## config.mk

```make
export PLATFORM = sky130hd
export DESIGN_NAME = prog_session_ctrl
export DESIGN_NICKNAME = d
export VERILOG_FILES = /design/src/rtl/prog_pkg.sv /design/src/rtl/prog_timer.sv /design/src/rtl/prog_shifter.sv /design/src/rtl/prog_session_ctrl.sv
export SDC_FILE = /design/constraint.sdc
export NUM_CORES = 1
export LEC_CHECK = 0
export ABC_AREA = 1
export BUFFER_PORTS_ARGS = -buffer_cell sky130_fd_sc_hd__buf_2
export CAP_MARGIN = 0
export CORE_AREA = 3 3 82 84
export CTS_CLUSTER_SIZE = 20
export DETAILED_ROUTE_END_ITERATION = 10
export DIE_AREA = 0 0 85 87
export PLACE_DENSITY = 0.88
export SYNTH_ARGS = -nofsm -noshare
export SYNTH_HDL_FRONTEND = slang
export SYNTH_SLANG_ARGS = --single-unit
```

## constraint.sdc

```tcl
create_clock -name clk -period 2.4 [get_ports clk]
set_input_delay 0.24 -clock clk [delete_from_list [all_inputs] [get_ports clk]]
set_output_delay 0.24 -clock clk [all_outputs]
set_load 0.01 [all_outputs]
```

## src/rtl/prog_pkg.sv

```systemverilog
package prog_pkg;

    localparam int FRAME_BITS = 32;

    typedef enum logic [2:0] {
        S_IDLE,
        S_PULSE,
        S_SETTLE,
        S_SHIFT,
        S_CHECK,
        S_READY,
        S_FAIL,
        S_DONE
    } sess_state_t;

    // byte the target must send back during the third transfer byte
    function automatic logic [7:0] sync_byte(input logic [FRAME_BITS-1:0] cmd);
        return cmd[23:16];
    endfunction

    // third received byte of a frame (first bit received lands in MSB)
    function automatic logic [7:0] echo_byte(input logic [FRAME_BITS-1:0] rx);
        return rx[15:8];
    endfunction

endpackage

```

## src/rtl/prog_timer.sv

```systemverilog
module prog_timer #(
    parameter int TW = 24
) (
    input  logic          clk,
    input  logic          rst,
    input  logic          load,
    input  logic [TW-1:0] load_val,
    output logic          zero
);
    logic [TW-1:0] cnt;

    always_ff @(posedge clk) begin
        if (rst)             cnt <= '0;
        else if (load)       cnt <= load_val;
        else if (cnt != '0)  cnt <= cnt - 1'b1;
    end

    assign zero = (cnt == '0);
endmodule

```

## src/rtl/prog_shifter.sv

```systemverilog
module prog_shifter
    import prog_pkg::*;
#(
    parameter int SCK_HALF = 8
) (
    input  logic                  clk,
    input  logic                  rst,
    input  logic                  go,
    input  logic [FRAME_BITS-1:0] tx_word,
    input  logic                  miso,
    output logic                  sck,
    output logic                  mosi,
    output logic                  done,
    output logic [FRAME_BITS-1:0] rx_word
);
    localparam int PW = (SCK_HALF > 1) ? $clog2(SCK_HALF) : 1;
    localparam int BW = $clog2(FRAME_BITS) + 1;

    logic                  busy;
    logic [PW-1:0]         ph;
    logic [BW-1:0]         bits;
    logic [FRAME_BITS-1:0] sh_tx;

    always_ff @(posedge clk) begin
        if (rst) begin
            busy    <= 1'b0;
            ph      <= '0;
            bits    <= '0;
            sck     <= 1'b0;
            mosi    <= 1'b0;
            done    <= 1'b0;
            sh_tx   <= '0;
            rx_word <= '0;
        end else begin
            done <= 1'b0;
            if (go && !busy) begin
                busy  <= 1'b1;
                ph    <= '0;
                bits  <= '0;
                sck   <= 1'b0;
                mosi  <= tx_word[FRAME_BITS-1];
                sh_tx <= {tx_word[FRAME_BITS-2:0], 1'b0};
            end else if (busy) begin
                if (ph == PW'(SCK_HALF-1)) begin
                    ph <= '0;
                    if (!sck) begin
                        sck     <= 1'b1;
                        rx_word <= {rx_word[FRAME_BITS-2:0], miso};
                    end else begin
                        sck  <= 1'b0;
                        bits <= bits + 1'b1;
                        if (bits == BW'(FRAME_BITS-1)) begin
                            busy <= 1'b0;
                            done <= 1'b1;
                            mosi <= 1'b0;
                        end else begin
                            mosi  <= sh_tx[FRAME_BITS-1];
                            sh_tx <= {sh_tx[FRAME_BITS-2:0], 1'b0};
                        end
                    end
                end else begin
                    ph <= ph + 1'b1;
                end
            end
        end
    end

    AST_MOSI_HOLD: assert property (@(posedge clk) disable iff (rst)
        (sck && $past(sck)) |-> $stable(mosi)) else $error("mosi moved while sck high");

    AST_SCK_IDLE: assert property (@(posedge clk) disable iff (rst)
        !busy |-> !sck) else $error("sck high while idle");
endmodule

```

## src/rtl/prog_session_ctrl.sv

```systemverilog
module prog_session_ctrl
    import prog_pkg::*;
#(
    parameter int                  SCK_HALF    = 8,
    parameter int                  MS_CYCLES   = 200000,
    parameter int                  WAIT_MS     = 20,
    parameter int                  PULSE_CYC   = 64,
    parameter int                  MAX_TRIES   = 8,
    parameter bit                  PULSE_FIRST = 1'b0,
    parameter logic [FRAME_BITS-1:0] EN_CMD    = 32'hAC53_0000
) (
    input  logic clk,
    input  logic rst,
    input  logic start,
    input  logic finish,
    input  logic miso,
    output logic sck,
    output logic mosi,
    output logic tgt_rst_lvl,
    output logic ready,
    output logic failed
);
    localparam int SETTLE_CYC = WAIT_MS * MS_CYCLES;
    localparam int TMAX       = (SETTLE_CYC > PULSE_CYC) ? SETTLE_CYC : PULSE_CYC;
    localparam int TW         = $clog2(TMAX + 1);
    localparam int TRW        = $clog2(MAX_TRIES + 1);

    sess_state_t           state;
    logic [TRW-1:0]        tries;
    logic                  tmr_load;
    logic [TW-1:0]         tmr_val;
    logic                  tmr_zero;
    logic                  sh_go;
    logic                  sh_done;
    logic [FRAME_BITS-1:0] rx_word;

    prog_timer #(.TW(TW)) u_timer (
        .clk(clk), .rst(rst), .load(tmr_load), .load_val(tmr_val), .zero(tmr_zero)
    );

    prog_shifter #(.SCK_HALF(SCK_HALF)) u_shift (
        .clk(clk), .rst(rst), .go(sh_go), .tx_word(EN_CMD), .miso(miso),
        .sck(sck), .mosi(mosi), .done(sh_done), .rx_word(rx_word)
    );

    assign sh_go = (state == S_SETTLE) && tmr_zero;

    always_comb begin
        tmr_load = 1'b0;
        tmr_val  = '0;
        unique case (state)
            S_IDLE: if (start) begin
                tmr_load = 1'b1;
                tmr_val  = PULSE_FIRST ? TW'(PULSE_CYC-1) : TW'(SETTLE_CYC-1);
            end
            S_PULSE: if (tmr_zero) begin
                tmr_load = 1'b1;
                tmr_val  = TW'(SETTLE_CYC-1);
            end
            S_CHECK: begin
                tmr_load = 1'b1;
                tmr_val  = TW'(PULSE_CYC-1);
            end
            default: ;
        endcase
    end

    always_ff @(posedge clk) begin
        if (rst) begin
            state       <= S_IDLE;
            tries       <= '0;
            tgt_rst_lvl <= 1'b0;
            ready       <= 1'b0;
            failed      <= 1'b0;
        end else begin
            unique case (state)
                S_IDLE: if (start) begin
                    state       <= PULSE_FIRST ? S_PULSE : S_SETTLE;
                    tgt_rst_lvl <= PULSE_FIRST;
                end
                S_PULSE: if (tmr_zero) begin
                    tgt_rst_lvl <= 1'b0;
                    state       <= S_SETTLE;
                end
                S_SETTLE: if (tmr_zero) state <= S_SHIFT;
                S_SHIFT:  if (sh_done)  state <= S_CHECK;
                S_CHECK: begin
                    if (echo_byte(rx_word) == sync_byte(EN_CMD)) begin
                        ready <= 1'b1;
                        state <= S_READY;
                    end else if (tries == TRW'(MAX_TRIES-1)) begin
                        failed <= 1'b1;
                        state  <= S_FAIL;
                    end else begin
                        tries       <= tries + 1'b1;
                        tgt_rst_lvl <= 1'b1;
                        state       <= S_PULSE;
                    end
                end
                S_READY, S_FAIL: if (finish) begin
                    ready       <= 1'b0;
                    failed      <= 1'b0;
                    tgt_rst_lvl <= 1'b1;
                    state       <= S_DONE;
                end
                S_DONE: ;
                default: state <= S_IDLE;
            endcase
        end
    end

    AST_PULSE_SCK_LOW: assert property (@(posedge clk) disable iff (rst)
        (tgt_rst_lvl && state != S_DONE) |-> !sck) else $error("sck during reset pulse");

    AST_FLAGS_EXCL: assert property (@(posedge clk) disable iff (rst)
        !(ready && failed)) else $error("ready and failed together");

    AST_READY_QUIET: assert property (@(posedge clk) disable iff (rst)
        ready |-> !sck) else $error("sck active while ready");

    AST_TRIES_BOUND: assert property (@(posedge clk) disable iff (rst)
        tries < TRW'(MAX_TRIES)) else $error("attempt count overrun");

    AST_FAIL_QUIET: assert property (@(posedge clk) disable iff (rst)
        failed |-> (!sck && !tgt_rst_lvl)) else $error("activity after failure");

    AST_FINISH_RELEASE: assert property (@(posedge clk) disable iff (rst)
        ($past(finish) && ($past(ready) || $past(failed))) |-> tgt_rst_lvl)
        else $error("reset not released on finish");
endmodule

```

# Word level (Yosys, flattened, before mapping)
# Index checks and enable logic that the tools add are counted.
[classes] n_addsub=4 n_bitwise=7 reduce_logical=27 n_eq_ne=20 muxes=46
[op_table] operator="31-bit two-way mux" n=5
[op_table] operator="22-bit two-way mux" n=4
[op_table] operator="22-bit one-hot mux with 3 select lines" n=1
[op_table] operator="3-bit two-way mux" n=8
[op_table] operator="1-bit two-way mux" n=23
[op_table] operator="22-bit logical NOT" n=1
[op_table] operator="22-bit nonzero test" n=1
[op_table] operator="22-bit by 1-bit subtractor with 22-bit output, second input constant" n=1
[op_table] operator="3-bit one-hot mux with 6 select lines" n=1
[op_table] operator="2-bit != test, second input constant" n=8
[op_table] operator="4-bit AND reduction" n=4
[op_table] operator="3-bit == test, second input constant" n=4
[op_table] operator="3-bit AND reduction" n=4
[op_table] operator="6-bit AND reduction" n=2
[op_table] operator="2-bit nonzero test" n=5
[op_table] operator="8-bit by 7-bit == test with 1-bit output, second input constant" n=1
[op_table] operator="1-bit inverter" n=7
[op_table] operator="6-bit by 1-bit adder with 6-bit output, second input constant" n=1
[op_table] operator="3-bit by 2-bit == test with 1-bit output, second input constant" n=2
[op_table] operator="6-bit by 5-bit == test with 1-bit output, second input constant" n=1
[op_table] operator="6-bit nonzero test" n=1
[op_table] operator="5-bit OR reduction" n=1
[op_table] operator="4-bit by 1-bit adder with 4-bit output, second input constant" n=1
[op_table] operator="4-bit by 3-bit == test with 1-bit output, second input constant" n=1
[op_table] operator="other kinds (12)" n=16
[word_totals] wordCells=119 regBits=76 out_inout_bits=5

# Depth between registers and ports, before layout
[depth] depth_word=6 mapped_depth=11

# Hierarchy
# Synthesis repeated with hierarchy kept, for this count alone.
[hier_totals] hier_cells=864 area_unflattened_um2=5763.0
[modules_own_cells] mod="prog_shifter" seq_area_each_um2=1521.5 area_per_inst_um2=3439.5 cells_each=507 instances=1
[modules_own_cells] mod="prog_timer" seq_area_each_um2=440.4 area_per_inst_um2=1619.1 cells_each=239 instances=1
[modules_own_cells] mod="prog_session_ctrl" seq_area_each_um2=200.2 area_per_inst_um2=704.4 cells_each=118 instances=1

# Least setup slack after synthesis
# OpenSTA, ideal clock, no wires.
[synth_timing] path_kind="register to register" startpoint="register u_shift.ph[0]" endpoint="register u_shift.rx_word[4]" arrival_time_ns=1.450 path_buffers=1 setup_ns=0.116 stages_incl_launch_ff=9 required_time_ns=2.284 slack_ns=0.834 cell_sequence="dfxtp_1 -> ha_1 -> ha_1 -> nand2_1 -> nor2_1 -> inv_1 -> clkbuf_1 -> nor2_1 -> nor2_1"
[synth_via] elab_chain_cells=2
[synth_lines] item="start, declared" line_no="prog_shifter.sv:20" rtl="logic [PW-1:0] ph;"
[synth_lines] item="start signal, assigned" line_no="prog_shifter.sv:62" rtl="ph <= ph + 1'b1;"
[synth_lines] item="3-bit == test" line_no="prog_shifter.sv:44" rtl="if (ph == PW'(SCK_HALF-1)) begin"
[synth_lines] item="4-bit AND reduction (no source line)"
[synth_lines] item="end signal, assigned" line_no="prog_shifter.sv:48" rtl="rx_word <= {rx_word[FRAME_BITS-2:0], miso};"
[synth_lines] item="end, declared" line_no="prog_shifter.sv:14" rtl="output logic [FRAME_BITS-1:0] rx_word"
# No other way between the ends.
# A chain may end at the register's enable or synchronous reset.

# Worst setup path in the final report
[layout_timing] startpoint="register u_shift.ph[0]" endpoint="register u_shift.sh_tx[23]"
[layout_via] elab_chain_cells=3
[layout_lines] item="3-bit == test" line_no="prog_shifter.sv:44"
[layout_lines] item="2-bit nonzero test (no source line)"
[layout_lines] item="4-bit AND reduction (no source line)"
[layout_lines] item="end signal, assigned" line_no="prog_shifter.sv:42" rtl="sh_tx <= {tx_word[FRAME_BITS-2:0], 1'b0};"
[layout_lines] item="end signal, assigned" line_no="prog_shifter.sv:58" rtl="sh_tx <= {sh_tx[FRAME_BITS-2:0], 1'b0};"
[layout_lines] item="end, declared" line_no="prog_shifter.sv:22" rtl="logic [FRAME_BITS-1:0] sh_tx;"
# No other way between the ends.

==> flow_summary_export.csv <==
group,metric,value,unit
cells_and_area,fin_nets,520,
place,dp_cells,573,
drt,drc,0,
drt,drt-initial-drc-count,219,
cells_and_area,fill_cells,489,
sta,fin_setup_tns,0,ps
clock_network,hold_buffers,0,
place,hpwl,5.14,mm
grt,grt_pass1_vias,2842,
cells_and_area,drive_above_1_share,0.144,
logic_synthesis,synthTopCellsByArea,"dfxtp_1 (42%), nand2_1 (11%), nor2_1 (8.1%)",
worst_setup_path,required,2680,ps
clock_network,post_cts_buffers,0,
min_path,holdCritPathClass,"input port to register",
logic_synthesis,synthArstFlopShare,0,
cells_and_area,design_area,0.00394,mm²
worst_setup_path,critPathMaxStageDelay,370,ps
grt,antenna_found_initial,0,
clock_network,post_cts_resized,0,
outcome,status,"complete, no violations",
cells_and_area,fin_util,0.658,
sta,final.min_clock_period,1820,ps
sta,finalSetupViolations,0,
logic_synthesis,avgSynthCellArea,7.34,µm²
drt,postRouteAntennaNets,0,
worst_setup_path,crit_type,"register to register",
drt,vias,3170,
run,drv_cap,0,
clock_network,root_buffer,"clkbuf_8",
sta,rsz0062_at_grt,"false",
grt,grt_pass1_wl,12.4,mm
logic_synthesis,synth_common_cells,"nand2_1 (110), nor2_1 (79), dfxtp_1 (76), a21oi_1 (37), inv_1 (34)",
logic_synthesis,yosysMostFrequentCell,"nand2_1",
pwr,total_power,3.99,mW
cells_and_area,multi_input_area,0.00191,mm²
worst_setup_path,cpMaxStageDelayCell,"dfxtp_1",
cells_and_area,seqCellArea,0.00152,mm²
drt,top_layer,"met4",
drt,vias_per_cell,5.38,
place,dpl_worst_slack,607,ps
logic_synthesis,synth_area,0.00364,mm²
place,portBuffers,9,
place,dpl-instance-area,0.00375,mm²
logic_synthesis,ys_warn_count,0,
logic_synthesis,ys_seq_area_frac,0.418,
sta,worst_slew_pin_slew,460,ps
drt,wl_met3,297,µm
clock_network,cts_num_sinks,76,
sta,setup_slack,583,ps
drt,wl,7.31,mm
sta,drv_slew,0,
logic_synthesis,synthFlopType,"dfxtp_1",
sta,max_freq,550,MHz
cells_and_area,fin_cells,589,
clock_network,htreeDepth,3,
grt,grt.total_usage,0.207,
logic_synthesis,synth_edf_count,0,
clock_network,path_clk_slew,90,ps
worst_setup_path,cp-start-kind,"register",
pwr,power_density,1010,mW/mm²
sta,skew,12.6,ps
cells_and_area,syn2layout_area_growth,8.28,%
logic_synthesis,ys_ff_latch,76,
grt,grt_max_degree,29,
worst_setup_path,crit_chain,"ha_1 > ha_1 > nand2_1 > inv_1 > nand2_2 > inv_2 > nand2_2 > inv_2 > nand2_1 > a31oi_1",
die,die_x,85,µm
die,core_area,0.00599,mm²
sta,period_share,0.757,
logic_synthesis,yosysUniqueCellTypes,36,
drt,avgRoutedWirePerCell,12.4,µm
worst_setup_path,cp-end-kind,"register",
sta,max-slew-margin-rel,0.693,
die,rows,28,
pwr,p_leak,1.66,nW
clock_network,worstSkewPairLatency,350,ps
logic_synthesis,synth_nets,507,
logic_synthesis,synth_top_area_cell,"dfxtp_1",
cells_and_area,n_antenna_cell,0,
worst_setup_path,worst_ep_arrival_time,2100,ps
grt,grt_overflow,0,
die,die-area,0.00740,mm²
clock_network,tritoncts,"built",
logic_synthesis,synthDominantCellAreaShare,0.418,
clock_network,numCtsBuffers,9,
sta,finalHoldViolations,0,
place,place_congestion,0.925,
drt,wl_met2,3.52,mm
die,io_pins,10,
drt,first_pass_iters,7,
clock_network,clk_path_buf_depth,2,
pwr,ir_worst_vdd,0.728,mV
die,initial_core_util,0.608,
worst_setup_path,path_max_fanout,16,
logic_synthesis,synthCells,496,
die,die_h,87,µm
drt,wl_met1,3.40,mm
sta,whs,110,ps
==> registers in the layout (all words and copies together), names as in the netlist <==
register	count
tries	4
u_shift.ph	3
u_shift.sh_tx	15
u_shift.rx_word	16
u_shift.done	1
tgt_rst_lvl	1
failed	1
u_shift.mosi	1
u_timer.cnt	22
u_shift.bits	6
u_shift.busy	1
u_shift.sck	1
ready	1
state	3
==> area by class of cell <==
type | count | area share
inverters | 41 | 0.0390
multi-input cells | 369 | 0.484
repair buffers | 12 | 0.0171
clock inverters | 4 | 0.00762
clock buffers | 12 | 0.0419
flip-flops and latches | 76 | 0.386
well taps | 75 | 0.0238
==> worst max-delay path: cells and delay by family (launching register included) <==
family / cells / cell delay (ps)
compound gates: 1 / 160
fa+ha+maj: 2 / 330
buf+inv: 3 / 430
flops: 1 / 370
simple gates: 4 / 450
==> where the power goes <==
group          total [mW]  internal (mW)  switching [mW]
combinational        1.46          0.512           0.950
clock               0.936          0.464           0.472
sequential           1.59           1.42           0.174
==> worst paths after layout <==
kind / endpoint / slack [ps] / cells past startpoint / startpoint
worst min-delay path: u_shift.rx_word[0]$_SDFFE_PP0P_ / 110 / 3 / miso
worst max-delay path: u_shift.sh_tx[23]$_SDFFE_PP0P_ / 580 / 10 / u_shift.ph[0]$_SDFFE_PP0P_
worst max register to register: u_shift.sh_tx[23]$_SDFFE_PP0P_ / 580 / 10 / u_shift.ph[0]$_SDFFE_PP0P_
worst min register to register: tgt_rst_lvl$_SDFFE_PP0P_ / 450 / 2 / tgt_rst_lvl$_SDFFE_PP0P_
==> layer usage <==
metal | GRT usage | vias to the layer above
met5 | 0 | -
met2 | 0.350 | 64
met1 | 0.257 | 1460
met4 | 0.0561 | 0
met3 | 0.0615 | 9
li1 | - | 1637
==> logic make-up (layout without fill, tap and decap cells) <==
| logic type | Yosys count | after routing | synth area share |
|---|---|---|---|
| compound gates | 79 | 79 | 0.119 |
| xor+xnor | 17 | 17 | 0.0409 |
| buf+inv | 51 | 69 | 0.0574 |
| flops | 76 | 76 | 0.418 |
| fa+ha+maj | 6 | 6 | 0.0206 |
| simple gates | 267 | 267 | 0.344 |
==> layout by cell type, fill, tap and decap left out, types with 2 or more instances in the layout <==
cell | synthesis | layout
nand2_2 | 6 | 6
ha_1 | 6 | 6
nand4_1 | 8 | 8
xnor2_1 | 7 | 7
buf_2 | 2 | 9
nand2_4 | 2 | 2
nor3_1 | 8 | 8
o21ai_2 | 2 | 2
nand3_1 | 25 | 25
nand3_2 | 2 | 2
xor2_1 | 10 | 10
nor2_1 | 79 | 79
dfxtp_1 | 76 | 76
buf_4 | 1 | 3
nand2_1 | 110 | 110
inv_2 | 6 | 6
a21oi_1 | 37 | 37
nor2_2 | 11 | 11
a21oi_2 | 5 | 5
clkbuf_8 | 0 | 12
or2_2 | 2 | 2
a31oi_1 | 8 | 8
o21ai_0 | 25 | 25
nor3_4 | 2 | 2
inv_1 | 34 | 34
nor2_4 | 4 | 4
nand4_2 | 2 | 2
nand3_4 | 2 | 2
No activity file was read; power rests on OpenSTA's default activity.
